--- src/rtl/bus_xcvr_latreg.sv ---
module bus_xcvr_latreg #(
  parameter int W = 18
) (
  input  logic         clk,
  input  logic         rst_n,
  input  logic [W-1:0] a_in,
  input  logic [W-1:0] a_in_vld,
  input  logic [W-1:0] b_in,
  input  logic [W-1:0] b_in_vld,
  input  logic         ab_le,
  input  logic         ab_clk,
  input  logic         ab_oe,
  input  logic         ba_le,
  input  logic         ba_clk,
  input  logic         ba_oe_n,
  output logic [W-1:0] b_data,
  output logic         b_drv,
  output logic [W-1:0] a_data,
  output logic         a_drv
);

  logic [W-1:0] a_keep, b_keep;
  logic [W-1:0] a_eff, b_eff;
  logic [W-1:0] ab_q, ba_q;
  logic         ab_clk_q, ba_clk_q;
  logic         ab_rise, ba_rise;

  // per-bit keeper: live bit when driven, held bit otherwise
  assign a_eff = (a_in & a_in_vld) | (a_keep & ~a_in_vld);
  assign b_eff = (b_in & b_in_vld) | (b_keep & ~b_in_vld);

  assign ab_rise = ab_clk & ~ab_clk_q;
  assign ba_rise = ba_clk & ~ba_clk_q;

  always_ff @(posedge clk or negedge rst_n) begin
    if (!rst_n) begin
      a_keep   <= '0;
      b_keep   <= '0;
      ab_clk_q <= 1'b0;
      ba_clk_q <= 1'b0;
    end else begin
      a_keep   <= a_eff;
      b_keep   <= b_eff;
      ab_clk_q <= ab_clk;
      ba_clk_q <= ba_clk;
    end
  end

  always_ff @(posedge clk or negedge rst_n) begin
    if (!rst_n) begin
      ab_q  <= '0;
      b_drv <= 1'b0;
    end else begin
      if (ab_le || ab_rise) ab_q <= a_eff;
      b_drv <= ab_oe;
    end
  end

  always_ff @(posedge clk or negedge rst_n) begin
    if (!rst_n) begin
      ba_q  <= '0;
      a_drv <= 1'b0;
    end else begin
      if (ba_le || ba_rise) ba_q <= b_eff;
      a_drv <= ~ba_oe_n;
    end
  end

  assign b_data = ab_q;
  assign a_data = ba_q;

  AST_AB_TRANSP: assert property (@(posedge clk) disable iff (!rst_n)
    (ab_le && &a_in_vld) |=> b_data == $past(a_in));
  AST_AB_HOLD: assert property (@(posedge clk) disable iff (!rst_n)
    (!ab_le && !ab_clk) |=> $stable(b_data));
  AST_AB_EDGE: assert property (@(posedge clk) disable iff (!rst_n)
    (!ab_le && ab_clk && !ab_clk_q && &a_in_vld) |=> b_data == $past(a_in));
  AST_B_DRV_ON: assert property (@(posedge clk) disable iff (!rst_n)
    ab_oe |=> b_drv);
  AST_B_DRV_OFF: assert property (@(posedge clk) disable iff (!rst_n)
    !ab_oe |=> !b_drv);
  AST_BA_HOLD: assert property (@(posedge clk) disable iff (!rst_n)
    (!ba_le && !ba_clk) |=> $stable(a_data));
  AST_A_DRV_ON: assert property (@(posedge clk) disable iff (!rst_n)
    !ba_oe_n |=> a_drv);
  AST_A_DRV_OFF: assert property (@(posedge clk) disable iff (!rst_n)
    ba_oe_n |=> !a_drv);
  AST_A_KEEP: assert property (@(posedge clk) disable iff (!rst_n)
    (a_in_vld == '0) |=> $stable(a_keep));
  AST_B_KEEP: assert property (@(posedge clk) disable iff (!rst_n)
    (b_in_vld == '0) |=> $stable(b_keep));

  always_comb begin
    if (!rst_n) AST_RST_IDLE: assert (!b_drv && !a_drv);
  end

endmodule

--- config.mk ---
export PLATFORM = sky130hd
export DESIGN_NAME = bus_xcvr_latreg
export DESIGN_NICKNAME = d
export VERILOG_FILES = /design/src/rtl/bus_xcvr_latreg.sv
export SDC_FILE = /design/constraint.sdc
export NUM_CORES = 1
export LEC_CHECK = 0
export ABC_AREA = 1
export BUFFER_PORTS_ARGS = -buffer_cell sky130_fd_sc_hd__buf_2
export CORE_UTILIZATION = 40
export CTS_BUF_LIST = sky130_fd_sc_hd__clkbuf_16
export CTS_CLUSTER_SIZE = 8
export DETAILED_ROUTE_END_ITERATION = 16
export GPL_TIMING_DRIVEN = 1
export PLACE_DENSITY = 0.73
export SYNTH_ARGS = -nofsm -noshare
export SYNTH_HDL_FRONTEND = slang
export SYNTH_SLANG_ARGS = --single-unit
--- constraint.sdc ---
create_clock -name clk -period 1.45 [get_ports clk]
set_input_delay 0.145 -clock clk [delete_from_list [all_inputs] [get_ports clk]]
set_output_delay 0.145 -clock clk [all_outputs]
set_load 0.05 [all_outputs]
======== Word level (Yosys, flattened, before mapping) ========
Index checks and enable logic that the tools add are counted.
cells by class
  bitwise operators ....................... 13
  reductions and logical operators ........ 2
operators with widths
  cell                number
  $and A18 B18 Y18    4
  $not A18 Y18        2
  $or A18 B18 Y18     2
  $not A1 Y1          3
  $and A1 B1 Y1       2
  $logic_or A1 B1 Y1  2
word-level totals
  bits in registers ....................... 76
  bits of input ports ..................... 80
  output and inout bits ................... 38
  word-level logic and storage cells ...... 23

======== Logic depth before layout (Yosys ltp) ========
Gate-level depths: netlist (run 1).
  depth in word-level cells ............... 3
  depth in mapped cells ................... 6
  mapped depth without buffers ............ 5

======== Worst setup path before layout (run 1) ========
Ideal clock, no wire load.
  path type ............................... register to register
  start ................................... register ba_clk_q
  end ..................................... register ba_q[10] (netlist: a_data[10])
  library setup time ...................... 117 ps
  arrival ................................. 795 ps
  data required time ...................... 1333 ps
  setup slack ............................. 538 ps
  cell stages (with the launch flop) ...... 6
  buffers on the path ..................... 1
  clock period less this slack ............ 912 ps
  path through ............................ dfrtp_1 -> inv_2 -> nand2_4 -> buf_4 -> nand3_1 -> nand2_2
between the ends
  longest elaborated chain between the ends .. 3
RTL lines
  item                    line  text
  start, declared         25    logic ab_clk_q, ba_clk_q;
  start signal, assigned  45    ba_clk_q <= ba_clk;
  $not A1 Y1              33    assign ba_rise = ba_clk & ~ba_clk_q;
  $and A1 B1 Y1           33
  $logic_or A1 B1 Y1      64    if (ba_le || ba_rise) ba_q <= b_eff;
  end signal, assigned    61    ba_q <= '0;
  end signal, assigned    64
  end, declared           24    logic [W-1:0] ab_q, ba_q;
No other way between the ends.
A chain may end at the register's enable or synchronous reset.

======== Final worst setup path (run 1) ========
  start ................................... input port ab_clk
  end ..................................... register ab_q[17] (netlist: b_data[17])
between the ends
  longest elaborated chain between the ends .. 2
RTL lines
  item                  line  text
  start, declared       11    input logic ab_clk,
  $and A1 B1 Y1         32    assign ab_rise = ab_clk & ~ab_clk_q;
  $logic_or A1 B1 Y1    54    if (ab_le || ab_rise) ab_q <= a_eff;
  end signal, assigned  51    ab_q <= '0;
  end signal, assigned  54
  end, declared         24
No other way between the ends.

==> results of run 1 <==
## sequential cells by signal, indices dropped and copies added (netlist names)
signal    flops
a_data       18
a_drv         1
a_keep       18
ab_clk_q      1
b_data       18
b_drv         1
b_keep       18
ba_clk_q      1
## layout by cell type, fill, tap and decap left out
cell           instances
nand2_8                2
nand2_2               39
buf_4                  1
clkinv_2               1
nand2_4                2
nand3_1               36
nand2_1              141
bufinv_16              3
buf_12                 1
clkinv_4               2
clkbuf_16              9
inv_2                  2
inv_1                 38
buf_2                116
inv_4                  2
dfrtp_1               76
dlygate4sd3_1          5
## cells in the mapped netlist
master / instances / area, um^2
nand2_4: 2 / 22.5
nand2_1: 141 / 529
buf_4: 2 / 15.0
clkbuf_4: 2 / 15.0
dfrtp_1: 76 / 1900
buf_12: 2 / 40.0
inv_4: 2 / 12.5
inv_1: 37 / 139
nand3_1: 36 / 180
inv_2: 2 / 7.51
nand2_8: 2 / 40.0
nand2_2: 39 / 244
## tightest hold or removal path: cells and delay by family
family | cells | cell delay [ns]
buffers and inverters | 1 | 0.07
AND/OR/NAND/NOR | 2 | 0.11
## kinds of logic (layout without fill, tap and decap cells)
| kind of cell | Yosys count | in the layout | share of synthesized area [%] |
|---|---|---|---|
| buffers and inverters | 47 | 180 | 7.28 |
| and+or+nand+nor | 220 | 220 | 32.3 |
| DFF | 76 | 76 | 60.4 |
## layer usage
layer	track usage [%]	share of wire, %	vias up
met3	4.46	6.9	8
met4	6.85	1.5	0
met2	26.0	47	81
met5	0	0	-
met1	22.4	44	1144
li1	-	-	1287
## stage by stage
stage	power [uW]	cell area (um^2)	setup slack [ns]	utilization [%]
6_report	6070	4200	0.271	56.7
5_1_grt	6350	4200	0.211	56.7
4_1_cts	6150	4190	0.283	56.6
3_5_place_dp	3610	3810	0.411	51.4
3_3_place_gp	3580	3810	0.441	51.4
2_1_floorplan	3240	3150	0.538	-
## timing repair
item                      CTS  global route
hold buffers                4             1
hold endpoints to repair   79             1
gates resized for setup     0             0
## final cells by class
type | instances | area [um^2]
clock buffers | 9 | 225
repair buffers | 123 | 658
multi-input cells | 220 | 1020
clock inverters | 7 | 116
flip-flops and latches | 76 | 1900
fillers | 671 | 3210
well taps | 99 | 124
inverters | 41 | 159
## worst paths after layout
kind	from	end	slack, ns
setup / recovery	ab_clk	b_data[17]	0.27
hold / removal	a_in[6]	a_keep[6]	0.04
setup reg to reg	ab_clk_q	b_data[17]	0.41
hold reg to reg	a_keep[1]	a_keep[1]	0.47
max in group asynchronous	rst_n	b_data[16]	0.74
min in group asynchronous	rst_n	b_drv	0.38
## report_power, final
group / switching, uW / internal [uW]
combinational: 822 / 310
sequential: 101 / 2340
clock: 826 / 1680
total: 1750 / 4320
==> results.md, run 1 <==
- Count of cell types in the netlist: 12
- Fin. Hold Viols: 0
- Crit Path Max Fanout: 19
- DRC viols: 0
- Worst-path cell chain: dlygate4sd3_1, buf_2, nand2_4, nand2_8, nand2_1, nand2_1
- Placeable Area: 7410 um^2
- Post-synthesis sequential area ratio: about 60%
- Mapped Nets: about 420
- Total track usage: about 17%
- Buf/Inv on CP: 2
- Unrepaired setup endpoints after global routing: no
- Hold path cells: 3
- Final #Nets: around 550
- CTS buffer count: 9
- Setup CP Type: in2reg
- Initial antenna violation count: 0
- Die Y: between 90 and 100 um
- Synthesized area per cell: 9.17 um^2
- Largest net degree at the start of global routing: 77
- Vias in the first global route: 2,384
- Die X: 90.7 um
- H-tree depth: 3
- Hold slack: 0.0437 ns
- Worst Hold Class: in2reg
- Clock root buffer: clkbuf_16
- Placed cells: ~550
- Port buffer count: between 100 and 150
- Post-route minimum period: around 1.2 ns
- First-pass GRT wire length: 10,900 um
- Routability Congestion: slightly above 0.7
- Max incr delay on CP: roughly 0.53 ns
- Most used cell, CP: nand2_1
- Top-level port count: ~120
- FF-to-FF path depth: 5
- Initial DRC Count: 74
- CTS clk-pin slew, worst paths: roughly 0.060 ns
- Synth Instances: around 340
- Run status: finished clean
- Fmax: ~850 MHz
- Tcrit/Tclk final: 81.3%
- Synth warn: 0
- Hpwl dp: around 4500 um
- Clk buf depth: 2
- Setup Fix Bufs, Post-CTS: 0
- Drt total wl: between 6000 and 7000 um
- Worst IR drop on VDD: about 0.75 mV
- Detailed-route wire length per cell: 11.3 um
- Max_slew headroom: 73.2%
- Post-synth design cell area: roughly 3100 um^2
- Setup TNS after final layout: 0 ns
- Critical path depth: 6
- Synth Register Bits: between 70 and 80
- P per Cell Area: approximately 1400 nW/um^2
- CP Capture Type: flop
- Starting density of the core: ~42%
- Worst-Margin Slew: ~0.4 ns
- Die area: approximately 8000 um^2
- Clock Sink Count: 76
- Total number of vias: ~2,500
- Final Non-Filler Cells: around 580
- Area Growth Syn to Fin: 33.5%
- Core Rows: 31
- Worst Skew: 0.00834 ns
- Final Max Slew Viols: 0
- Max Cap Viol: 0
- CP max stage cell: dlygate4sd3_1
- Leak: between 0.002 and 0.0025 uW
- Finish-stage setup viols: 0
- ANT cells: 0
- Via/cell ratio: approximately 4.4
- Clk_lat worst skew: ~0.32 ns
- Cell family with most CP delay: buffers and inverters
- Share of cells above drive strength 1: 37.8%
- DRT Pass-1 Iters: 4
- CP Launch Type: input port
- Crit path DAT: around 1.4 ns
- CTS tree: done
- Overflow after GRT: 0
- ANT nets after route: 0
- CP required: around 1.7 ns
No activity file was read; power rests on OpenSTA's default activity.
==> run 2: changes to the inputs <==
Settings changed: ABC_AREA 1 to 0, PLACE_DENSITY 0.73 to 0.74.
Clock period 1.45 ns to 1.1 ns, I/O delays scaled along.
==> run 2 against run 1 <==
  * Synthesized cell count shrank 55%
  * Register-to-register slack worse by 0.50 ns
  * Highest routed layer unchanged
  * Non-clock buffer count up 5
  * Via count down 31%
  * The flow now finishes with violations (setup timing)
==> results.md, run 2 <==
- Run status: finished with violations
- Failing checks: setup timing
- Synth warn: 0
- Detailed-route wire length per cell: 12.9 um
- P per Cell Area: between 1500 and 2000 nW/um^2
- Synth Register Bits: between 70 and 80
- Core Rows: 30
- Routability Congestion: around 0.65
- Initial antenna violation count: 0
- Largest net degree at the start of global routing: 77
- Clk buf depth: 2
- Clk_lat worst skew: 0.32 ns
- DRC viols: 0
- FILL cells: roughly 550
- Count of cell types in the netlist: 7
- Via/cell ratio: approximately 4.4
- Starting density of the core: about two fifths
- Number of flops mapped to enable cells by yosys: 0
- Area Growth Syn to Fin: 40.4%
- Overflow after GRT: 0
- CP Launch Type: flop
- Worst IR drop on VDD: about 1 mV
- Drt total wl: 5050 um
- Max_slew headroom: approximately three quarters
- Final #Nets: 372
- First-pass GRT wire length: between 8000 and 9000 um
- Final Non-Filler Cells: roughly 400
- Total number of vias: 1,748
- Fmax: approximately 840 MHz
- Port buffer count: between 100 and 150
- ANT cells: 0
- Total track usage: between 10 and 15%
- CTS buffer count: 9
- Die X: slightly below 90 um
- Leak: 0.00201 uW
- Synth Instances: between 150 and 200
- Most frequent cells in the layout: buf_2 (115), dfrtp_1 (76), mux2_2 (37), mux2_4 (35), clkbuf_16 (9)
- Vias in the first global route: 1,816
- FF-to-FF Start: ba_clk_q
- CP endpoint: a_data[11]
- DRT Pass-1 Iters: 3
- Clock root buffer: clkbuf_16
- Worst Skew: roughly 0.0054 ns
- Post-route minimum period: between 1 and 1.5 ns
- Reg2reg setup slack: -0.09 ns
- Placed cells: about 370
- Ys async rst share: between 90% and 100%
- CTS clk-pin slew, worst paths: 0.06 ns
- Worst Slack Setup Final: -0.0902 ns
- Most common cell after layout, fill and taps aside: buf_2
- Die area: 7520 um^2
- Initial DRC Count: ~60
- Top post-synthesis cells by area: dfrtp_1 (66%), mux2_2 (20%), mux2_4 (10%)
- Unrepaired setup endpoints after global routing: yes
- Hold slack: between 0.03 and 0.04 ns
- Synth top cells by count: dfrtp_1 (76), mux2_2 (52), mux2_4 (20)
- Post-synthesis sequential area ratio: ~66%
- CP required: 1.30 ns
- Hpwl dp: approximately 3500 um
- Main synth FF type: dfrtp_1
- Worst-Margin Slew: just under 0.4 ns
- Leading area contributor after synthesis: dfrtp_1
- Finish-stage setup viols: 36
- Share of cells above drive strength 1: a little under three quarters
- Hold path cells: 2
- CP Capture Type: flop
- Worst Hold Class: in2reg
- Fin. Hold Viols: 0
- Placeable Area: ~6900 um^2
- Reg2reg end: a_data[11]
- H-tree depth: 3
- CTS tree: done
- Top-level port count: roughly 120
- Crit Path Max Fanout: 10
- Yosys top cell area share: about two thirds
- Crit path DAT: between 1 and 1.5 ns
- Tcrit/Tclk final: 108%
- CP Launch Point: ba_clk_q
- ANT nets after route: 0
- Clock Sink Count: 76
- Final Max Slew Viols: 0
- Mapped Nets: 235
- Count leader, synth: dfrtp_1
- Synthesized area per cell: 18.5 um^2
- Post-synth design cell area: roughly 2900 um^2
- FF-to-FF path depth: 4
- Max Cap Viol: 0
- Setup CP Type: reg2reg
- Die Y: just under 90 um
-- run 2: final cells by class --
type	count	area [um^2]	share of cell area (%)
Multi-Input combinational cell	74	975	24.2
Clock inverter	7	60.1	1.49
Sequential cell	76	1900	47.2
Clock buffer	9	225	5.58
Tap cell	96	120	2.98
Timing Repair Buffer	128	739	18.3
Inverter	3	11.3	0.279
-- run 2: cell families (layout without fill, tap and decap cells) --
logic type / after synthesis / count (layout) / share of synthesized area [%]
AOI/OAI and AO/OA: 2 / 2 / 1.13
buffers and inverters: 5 / 147 / 1.79
muxes: 72 / 72 / 30.8
DFF: 76 / 76 / 66.2
-- run 2: worst min path at each step --
stage          startpoint         end
6_report          a_in[1]   a_keep[1]
5_1_grt           a_in[9]   a_keep[9]
4_1_cts          a_in[16]  a_keep[16]
3_5_place_dp        rst_n  b_keep[10]
3_3_place_gp        rst_n   b_keep[7]
2_1_floorplan       rst_n   a_data[0]
-- run 2: metrics by stage --
step                total power (uW)  setup TNS (ns)  setup slack [ns]  area [um^2]  utilization, %
CTS                             7930           -2.58            -0.106         4030            58.7
global placement                5010           -1.29           -0.0599         3630            52.8
detailed placement              5050           -2.67            -0.107         3630            52.8
floorplan                       4510           -2.21            -0.109         2870               -
global route                    8170           -3.17            -0.112         4030            58.7
finish                          7820           -1.98           -0.0902         4030            58.7
-- run 2: where the power goes --
part | switching, uW | leakage [uW] | internal, uW
sequential | 141 | 0.000889 | 3140
clock | 1030 | 0.000149 | 1720
combinational | 1100 | 0.000972 | 699
total | 2260 | 0.00201 | 5560
-- run 2: critical path: stages (launching register included) --
cell	delay, ns
dfrtp_1	0.34
inv_2	0.04
a21oi_4	0.20
buf_12	0.18
mux2_4	0.31
-- run 2: repair_timing --
action	CTS	global route
endpoints found under the hold margin	80	0
resized for setup	16	1
hold buffers	5	0
buffers inserted	1	0
setup endpoints to repair	35	37
-- run 2: layer usage --
layer | share of wire (%) | global-route usage [%] | up-vias
met5 | 0 | 0 | -
met4 | 1.4 | 7.73 | 0
met3 | 8.6 | 4.67 | 7
met2 | 46 | 21.6 | 71
met1 | 44 | 19.3 | 851
li1 | - | - | 819
==> run 3: changes to the inputs <==
Clock period 1.1 ns to 1.2 ns, I/O delays scaled along.
==> run 3 against run 2 <==
  * The run now ends clean
  * Non-clock buffer count stayed put
  * Clock power is 8.4% lower
  * Register-to-register slack better by 0.095 ns
  * Utilization is 0.36 points lower
  * Combinational power is 10% lower
  * Final area is 0.62% lower
  * Maximum frequency is 0.38% lower
  * Count of clock-buffer cells in the layout stayed put
  * Largest power group unchanged
  * Highest routed layer unchanged
==> results.md, run 3 (synthesized netlist as in run 2, its figures left out) <==
- DRT Pass-1 Iters: 4
- Max_slew headroom: 73.7%
- NetSw: around 2100 uW
- Max Cap Viol: 0
- Hpwl dp: between 3000 and 4000 um
- P per Cell Area: between 1500 and 2000 nW/um^2
- Die Y: ~87 um
- Switch share: between 20% and 30%
- Final Max Slew Viols: 0
- Combinational share of power: a little under a quarter
- Setup Slack @ Placement: -0.00730 ns
- Clock Sink Count: 76
- Internal Power: ~5100 uW
- Clk_lat worst skew: about 0.32 ns
- Worst-Margin Slew: just under 0.4 ns
- CP required: ~1.4 ns
- Worst Slack Setup Final: roughly 0.0052 ns
- Total track usage: 14.5%
- Post-route minimum period: 1.19 ns
- Fin. Hold Viols: 0
- Final #Nets: 372
- Die X: a little under 90 um
- Tcrit/Tclk final: approximately 100%
- Most common cell after layout, fill and taps aside: buf_2
- Worst Hold Class: in2reg
- Initial DRC Count: slightly above 60
- Hold slack: 0.0461 ns
- H-tree depth: 3
- Share of cells above drive strength 1: between 70% and 80%
- Total number of vias: approximately 1,700
- Worst IR drop on VDD: between 0.8 and 0.9 mV
- Vias in the first global route: 1,815
- Worst Skew: approximately 0.0050 ns
- Most frequent cells in the layout: buf_2 (116), dfrtp_1 (76), mux2_2 (43), mux2_4 (29), clkbuf_16 (9)
- DRC viols: 0
- CTS tree: done
- Reg power frac: 42.0%
- Crit path DAT: approximately 1.4 ns
- Fmax: 837 MHz
- Finish-stage setup viols: 0
- Detailed-route wire length per cell: roughly 13 um
- Setup CP Type: reg2reg
- CP Capture Type: flop
- Via/cell ratio: 4.45
- Drt total wl: 5000 um
- Total design power: 7140 uW
- ANT cells: 0
- Port buffer count: between 100 and 150
- Initial antenna violation count: 0
- Leak: slightly below 0.002 uW
- Overflow after GRT: 0
- Starting density of the core: 41.8%
- ANT nets after route: 0
- Top-level port count: approximately 120
- Area Growth Syn to Fin: 39.6%
- Crit Path Max Fanout: 10
- Unrepaired setup endpoints after global routing: yes
- Placeable Area: a little under 7000 um^2
- Run status: finished clean
- Die area: ~7500 um^2
- Largest net degree at the start of global routing: 77
- Routability Congestion: about 0.65
- Setup TNS after final layout: 0 ns
- Clock root buffer: clkbuf_16
- Clk buf depth: 2
- Core Rows: 30
- CTS buffer count: 9
- Fin util: 58.3%
- CP Launch Type: flop
- Power share of the clock group: between 30% and 40%
- CTS clk-pin slew, worst paths: roughly 0.060 ns
- First-pass GRT wire length: between 8000 and 9000 um
[run 3: cell count changes in the layout (fill, tap and decap cells not counted)]
| cell | previous run | this run |
|---|---|---|
| buf_2 | 115 | 116 |
| mux2_4 | 35 | 29 |
| mux2_2 | 37 | 43 |
| clkbuf_4 | 1 | 0 |
[run 3: worst max-delay path, cell delays in order, from the launching register on]
cell and delay [ns]:
dfrtp_1 0.34, inv_2 0.04, a21oi_4 0.20, buf_12 0.18
mux2_4 0.31
[run 3: through the flow]
stage,instance area (um^2),std cells
final,4010,393
after global routing,4010,393
after CTS,3970,393
after detailed placement,3630,371
after global placement,3630,371
after floorplan,2870,155
[run 3: layout make-up]
type / instances / area, um^2
fillers: 558 / 2860
multi-input cells: 74 / 952
repair buffers: 128 / 737
well taps: 96 / 120
inverters: 3 / 11.3
clock inverters: 7 / 60.1
flip-flops and latches: 76 / 1900
clock buffers: 9 / 225
[run 3: power by group through the flow]
stage / registers, uW / logic, uW / clock network [uW]
floorplan: 3690 / 447 / 0
global placement: 3040 / 1560 / 0
detailed placement: 3040 / 1590 / 0
CTS: 3000 / 1610 / 2600
global route: 3040 / 1710 / 2710
finish: 3000 / 1620 / 2520
[run 3: routing by layer]
metal,routed length [um],GRT usage (%)
met5,0,0
met2,2290,21.7
met1,2200,18.7
met3,447,4.67
met4,72,7.73
[run 3: path summary, 6_finish.rpt]
kind	from	end	slack, ns	cells after the start
min reg2reg	b_keep[6]	b_keep[6]	0.49	1
max in group asynchronous	rst_n	b_drv	0.53	3
min in group asynchronous	rst_n	b_keep[7]	0.36	3
max reg2reg	ba_clk_q	a_data[11]	0.005	4
min	a_in[1]	a_keep[1]	0.05	2
max	ba_clk_q	a_data[11]	0.005	4
[run 3: timing repair]
action | 4_1_cts | 5_1_grt
hold endpoints to repair | 80 | 0
buffers inserted | 1 | 0
resized for setup | 1 | 9
endpoints found under the setup margin | 15 | 14
hold buffers | 5 | 0
